[config.mk]
export PLATFORM = sky130hd
export DESIGN_NAME = blk_dma_pacer
export DESIGN_NICKNAME = d
export VERILOG_FILES = /design/src/rtl/pacer_pkg.sv /design/src/rtl/pacer_len_dec.sv /design/src/rtl/pacer_cnt.sv /design/src/rtl/pacer_fsm.sv /design/src/rtl/blk_dma_pacer.sv
export SDC_FILE = /design/constraint.sdc
export NUM_CORES = 1
export LEC_CHECK = 0
export ABC_AREA = 1
export BUFFER_PORTS_ARGS = -buffer_cell sky130_fd_sc_hd__buf_2
export CAP_MARGIN = 20
export CORE_AREA = 5 5 43 45
export DETAILED_ROUTE_END_ITERATION = 16
export DIE_AREA = 0 0 48 50
export HOLD_SLACK_MARGIN = 0.15
export PLACE_DENSITY = 0.67
export SKIP_CTS_REPAIR_TIMING = 1
export SLEW_MARGIN = 20
export SYNTH_ARGS = -nofsm -noshare
export SYNTH_HDL_FRONTEND = slang
export SYNTH_SLANG_ARGS = --single-unit
[constraint.sdc]
create_clock -name clk -period 2.1 [get_ports clk]
set_clock_uncertainty 0.1 [all_clocks]
set_input_delay 0.315 -clock clk [delete_from_list [all_inputs] [get_ports clk]]
set_output_delay 0.315 -clock clk [all_outputs]
set_load 0.02 [all_outputs]
[src/rtl/pacer_pkg.sv]
package pacer_pkg;

    typedef enum logic [1:0] {
        SZ_BYTE = 2'b00,
        SZ_HALF = 2'b01,
        SZ_WORD = 2'b10,
        SZ_RSVD = 2'b11
    } xfer_size_e;

    typedef enum logic [1:0] {
        S_IDLE = 2'b00,
        S_REQ  = 2'b01,
        S_HOLD = 2'b10
    } pacer_state_e;

    // log2 of the bytes moved by one write for a given size code
    function automatic int unsigned size_shift(input logic [1:0] code);
        case (code)
            SZ_BYTE: size_shift = 0;
            SZ_HALF: size_shift = 1;
            default: size_shift = 2;
        endcase
    endfunction

endpackage

[src/rtl/pacer_len_dec.sv]
module pacer_len_dec
    import pacer_pkg::*;
#(
    parameter int BLOCK_BYTES = 64,
    parameter int CNT_W       = $clog2(BLOCK_BYTES) + 1
) (
    input  logic [1:0]       size_i,
    output logic [CNT_W-1:0] len_o
);
    localparam int N_CODES = 4;

    logic [CNT_W-1:0] len_tbl [N_CODES];

    for (genvar g = 0; g < N_CODES; g++) begin : g_tbl
        localparam logic [1:0] CODE = g[1:0];
        assign len_tbl[g] = CNT_W'(BLOCK_BYTES >> size_shift(CODE));
    end

    assign len_o = len_tbl[size_i];

endmodule

[src/rtl/pacer_cnt.sv]
module pacer_cnt #(
    parameter int CNT_W = 7
) (
    input  logic             clk,
    input  logic             rst_n,
    input  logic             clr_i,
    input  logic             load_i,
    input  logic [CNT_W-1:0] load_val_i,
    input  logic             dec_i,
    output logic [CNT_W-1:0] cnt_o,
    output logic             last_o
);
    logic [CNT_W-1:0] cnt_q;

    always_ff @(posedge clk or negedge rst_n) begin
        if (!rst_n) begin
            cnt_q <= '0;
        end else if (clr_i) begin
            cnt_q <= '0;
        end else if (load_i) begin
            cnt_q <= load_val_i;
        end else if (dec_i && cnt_q != '0) begin
            cnt_q <= cnt_q - 1'b1;
        end
    end

    assign cnt_o  = cnt_q;
    assign last_o = (cnt_q == CNT_W'(1));

endmodule

[src/rtl/pacer_fsm.sv]
module pacer_fsm
    import pacer_pkg::*;
(
    input  logic         clk,
    input  logic         rst_n,
    input  logic         start_i,
    input  logic         eng_ready_i,
    input  logic         wr_i,
    input  logic         last_i,
    output pacer_state_e state_o,
    output logic         clr_o,
    output logic         load_o,
    output logic         dec_o,
    output logic         req_o
);
    pacer_state_e state_q, state_d;

    always_ff @(posedge clk or negedge rst_n) begin
        if (!rst_n) state_q <= S_IDLE;
        else        state_q <= state_d;
    end

    always_comb begin
        state_d = state_q;
        if (start_i) begin
            state_d = S_IDLE;
        end else begin
            unique case (state_q)
                S_IDLE:  if (eng_ready_i)      state_d = S_REQ;
                S_REQ:   if (wr_i && last_i)   state_d = S_HOLD;
                S_HOLD:  if (!eng_ready_i)     state_d = S_IDLE;
                default:                       state_d = S_IDLE;
            endcase
        end
    end

    always_comb begin
        clr_o  = start_i;
        load_o = 1'b0;
        dec_o  = 1'b0;
        req_o  = 1'b0;
        unique case (state_q)
            S_IDLE:  load_o = eng_ready_i && !start_i;
            S_REQ:   begin
                req_o = 1'b1;
                dec_o = wr_i && !start_i;
            end
            S_HOLD:  ;
            default: ;
        endcase
    end

    assign state_o = state_q;

    p_idle_waits_r2: assert property (@(posedge clk) disable iff (!rst_n)
        (state_q == S_IDLE && !eng_ready_i) |=> !req_o);

    p_hold_keeps_low_r7: assert property (@(posedge clk) disable iff (!rst_n)
        (state_q == S_HOLD && eng_ready_i && !start_i) |=> (state_q == S_HOLD && !req_o));

    p_start_aborts_r9: assert property (@(posedge clk) disable iff (!rst_n)
        start_i |=> (state_q == S_IDLE && !req_o));

endmodule

[src/rtl/blk_dma_pacer.sv]
module blk_dma_pacer
    import pacer_pkg::*;
#(
    parameter int BLOCK_BITS = 512
) (
    input  logic       clk,
    input  logic       rst_n,
    input  logic       start_i,
    input  logic       eng_ready_i,
    input  logic [1:0] xfer_size_i,
    input  logic       wr_done_i,
    output logic       req_o
);
    localparam int BLOCK_BYTES = BLOCK_BITS / 8;
    localparam int CNT_W       = $clog2(BLOCK_BYTES) + 1;

    logic [CNT_W-1:0] burst_len;
    logic [CNT_W-1:0] cnt;
    logic             last, clr, load, dec;
    pacer_state_e     state;

    pacer_len_dec #(.BLOCK_BYTES(BLOCK_BYTES), .CNT_W(CNT_W)) u_len (
        .size_i (xfer_size_i),
        .len_o  (burst_len)
    );

    pacer_cnt #(.CNT_W(CNT_W)) u_cnt (
        .clk        (clk),
        .rst_n      (rst_n),
        .clr_i      (clr),
        .load_i     (load),
        .load_val_i (burst_len),
        .dec_i      (dec),
        .cnt_o      (cnt),
        .last_o     (last)
    );

    pacer_fsm u_fsm (
        .clk         (clk),
        .rst_n       (rst_n),
        .start_i     (start_i),
        .eng_ready_i (eng_ready_i),
        .wr_i        (wr_done_i),
        .last_i      (last),
        .state_o     (state),
        .clr_o       (clr),
        .load_o      (load),
        .dec_o       (dec),
        .req_o       (req_o)
    );

    // the count at burst opening is the length decoded one edge earlier
    p_len_loaded_r10: assert property (@(posedge clk) disable iff (!rst_n)
        $rose(req_o) |-> (cnt == $past(burst_len)));

    p_no_underflow_r3: assert property (@(posedge clk) disable iff (!rst_n)
        req_o |-> (cnt != '0));

    p_stray_write_r8: assert property (@(posedge clk) disable iff (!rst_n)
        (!req_o && wr_done_i && !start_i && !eng_ready_i) |=> $stable(cnt));

    p_start_clears_r9: assert property (@(posedge clk) disable iff (!rst_n)
        start_i |=> (cnt == '0));

    p_state_known_r1: assert property (@(posedge clk) disable iff (!rst_n)
        $onehot0({state == S_REQ, state == S_HOLD}));

endmodule

==> impl_metrics.tcl <==
set metrics [dict create \
    status "finished clean" \
    drc 0 \
    cp_max_fo 8 \
    synth_area_leaders "dfrtp_1 34%, nand2_1 15%, nand3_1 13%" \
    use_met3_pct 3.64 \
    ys_seq_area_share_pct 33.7 \
    final-setup-viol-count 0 \
    worst_pin_slew_ps 238 \
    avgSynthCellArea_um2 7.11 \
    synthAdderAreaFrac_pct 3.75 \
    slowest_stage "dfrtp_1" \
    drt-total-wl_um 1410 \
    clock.fmax_ghz 0.602 \
    wl_per_cell_um 11.6 \
    die_area_um2 2400 \
    synthesis.nets 103 \
    dp_slack_ps 462 \
    finalSetupTns_ps 0 \
    netlist_instances 94 \
    timing.final.crit_period_ps 1660 \
    met1_usage_pct 18.3 \
    path_class "reg -> reg" \
    cap_violations 0 \
    h-tree-depth 1 \
    numPlacedInstances 117 \
    endpoint_kind "flip-flop" \
    start_util_pct 46.5 \
    p_total_w 0.000770 \
    synth_area_um2 668 \
    clock-sinks 9 \
    fin_crit_sh_pct 79.1 \
    synth-seq-cells 9 \
    instances_no_fill 122 \
    num_antenna_cells 0 \
    num_rows 14 \
    synth_simple_gate_area_share_pct 47.4 \
    synth.area.mux_share_pct 0 \
    fp.dieH_um 50 \
    cts_buffer_depth 2 \
    core_region_area_um2 1440 \
    yosys_warnings 0 \
    synth_top_area_share_pct 33.7 \
    dr.pass1.iters 4 \
    rsz0062_at_grt "false" \
    grt_use_met2_pct 21.4 \
    path_delay_family "simple AND/OR/NAND/NOR gates" \
    synth_compound_area_share_pct 6.93 \
    slowest_delay_ps 410 \
    clkLatencyLatePin_ps 260 \
    busiest_layer "met2" \
    path_cells "inv_1 -> ha_1 -> inv_1 -> nor2_1 -> nand2_1 -> nand2_4 -> nand2_8 -> nand3_1 -> nand2_1" \
    hold_viol 0 \
    cts_tree "yes" \
    cts.clk_slew.worst_paths_ps 60 \
    grt.overflow.total 0 \
    slew_headroom_pct 84.1 \
    netlist.top_cell.by_area "dfrtp_1" \
    placed_area_um2 723 \
    grt_start_max_net_pins 10 \
    leakage_nw 0.419 \
    io_pins 8 \
    cp.arrival_ps 1710 \
    cp.required_ps 2150 \
    p_per_area_nw_per_um2 1010 \
    fin_ws_ps 440 \
    dr.first_iter.drc_count 9 \
    numCtsBuffers 3 \
    grt.total_usage_pct 14.2 \
    gp_congestion 0.842 \
    io_buffers 7 \
    irDropWorstVdd_mv 0.478 \
    hold_path_class "in -> reg" \
    cts_root_buf "clkbuf_4" \
    synth_top_family_by_area "simple AND/OR/NAND/NOR gates" \
    grt_pass1_wl_um 2430 \
    fp.dieW_um 48 \
    first_global_vias 604 \
    hpwl_um 1120 \
    worstPathBufferInverterCount 2 \
    routed_via_density 5.11 \
    areaGrowthSynthToFinish_pct 13.7 \
    drive_above_1_share_pct 22.6 \
    final_nets 116 \
    synthDistinctLibCells 20 \
    synth-xor-area-share_pct 0 \
    cp-start-kind "flip-flop" \
    vias 624 \
    antenna_found_initial 0 \
    slew_viol_final 0 \
    stdcell_area_um2 759 \
    ant_nets 0 \
]
-- cell families after synthesis --
| family | after synthesis |
|---|---|
| fa+ha+maj | 2 |
| buf+inv | 14 |
| simple gates | 62 |
| flops | 9 |
| compound gates | 7 |
-- tightest hold or removal path, delay by kind of cell --
| family | cells | cell delay [ps] |
|---|---|---|
| AO/OA/AOI/OAI | 1 | 70 |
| buffers and inverters | 1 | 90 |
| AND/OR/NAND/NOR | 2 | 110 |
-- routing by layer --
layer	part of all wire (%)	vias to the layer above
met5	0	-
met4	2.7	0
met3	1.8	5
met2	47	7
met1	48	283
li1	-	329
-- cell type report --
class,instances,area (um2)
multi-input combinational,71,388
fill,141,677
timing repair buffer,8,45.0
inverter,14,55.1
tap,16,20.0
sequential,9,225
clock buffer,4,26.3
-- placed cells by master, fill, tap and decap left out, drive strengths merged --
master       count
nand2           29
nand3           18
inv             14
nor2            11
dfrtp            9
buf              7
o21ai            6
clkbuf           4
nand4            3
ha               2
o22ai            1
or2              1
dlygate4sd3      1
-- stage by stage --
step / hold slack, ps / util (%)
3_3_place_gp: 78.2 / 50.3
2_1_floorplan: -80.6 / -
4_1_cts: -208 / 52.2
5_1_grt: 300 / 52.9
3_5_place_dp: 80.4 / 50.3
6_report: 269 / 52.9
-- power breakdown --
part,internal [W],total [W],switching (W)
combinational,0.000137,0.000363,0.000226
sequential,0.000220,0.000272,0.0000521
clock,0.0000733,0.000135,0.0000619
-- cells in the mapped netlist --
cell / instances
nand2_1: 26
nand3_1: 17
inv_1: 10
dfrtp_1: 9
nor2_1: 8
o21ai_0: 4
inv_2: 3
nand4_1: 3
ha_1: 2
nor2_2: 2
inv_4: 1
nand2_2: 1
nand2_4: 1
nand2_8: 1
nand3_4: 1
nor2_4: 1
o21ai_1: 1
o21ai_2: 1
o22ai_2: 1
or2_2: 1
-- flip-flops by register name, summed over array words and instances, names as in the netlist --
register / flops
u_cnt.cnt_o: 7
u_fsm.state_o: 2
-- final timing paths --
kind	start	end	slack, ps	depth (start not counted)
min	xfer_size_i[0]	u_cnt.cnt_o[6]	270	4
min reg2reg	u_cnt.cnt_o[0]	u_cnt.cnt_o[0]	430	1
max reg2reg	u_cnt.cnt_o[0]	u_cnt.cnt_o[5]	440	9
min in group asynchronous	rst_n	u_fsm.state_o[1]	350	2
max	u_cnt.cnt_o[0]	u_cnt.cnt_o[5]	440	9
max in group asynchronous	rst_n	u_cnt.cnt_o[0]	1360	2
(Power assumes the default switching activity.)
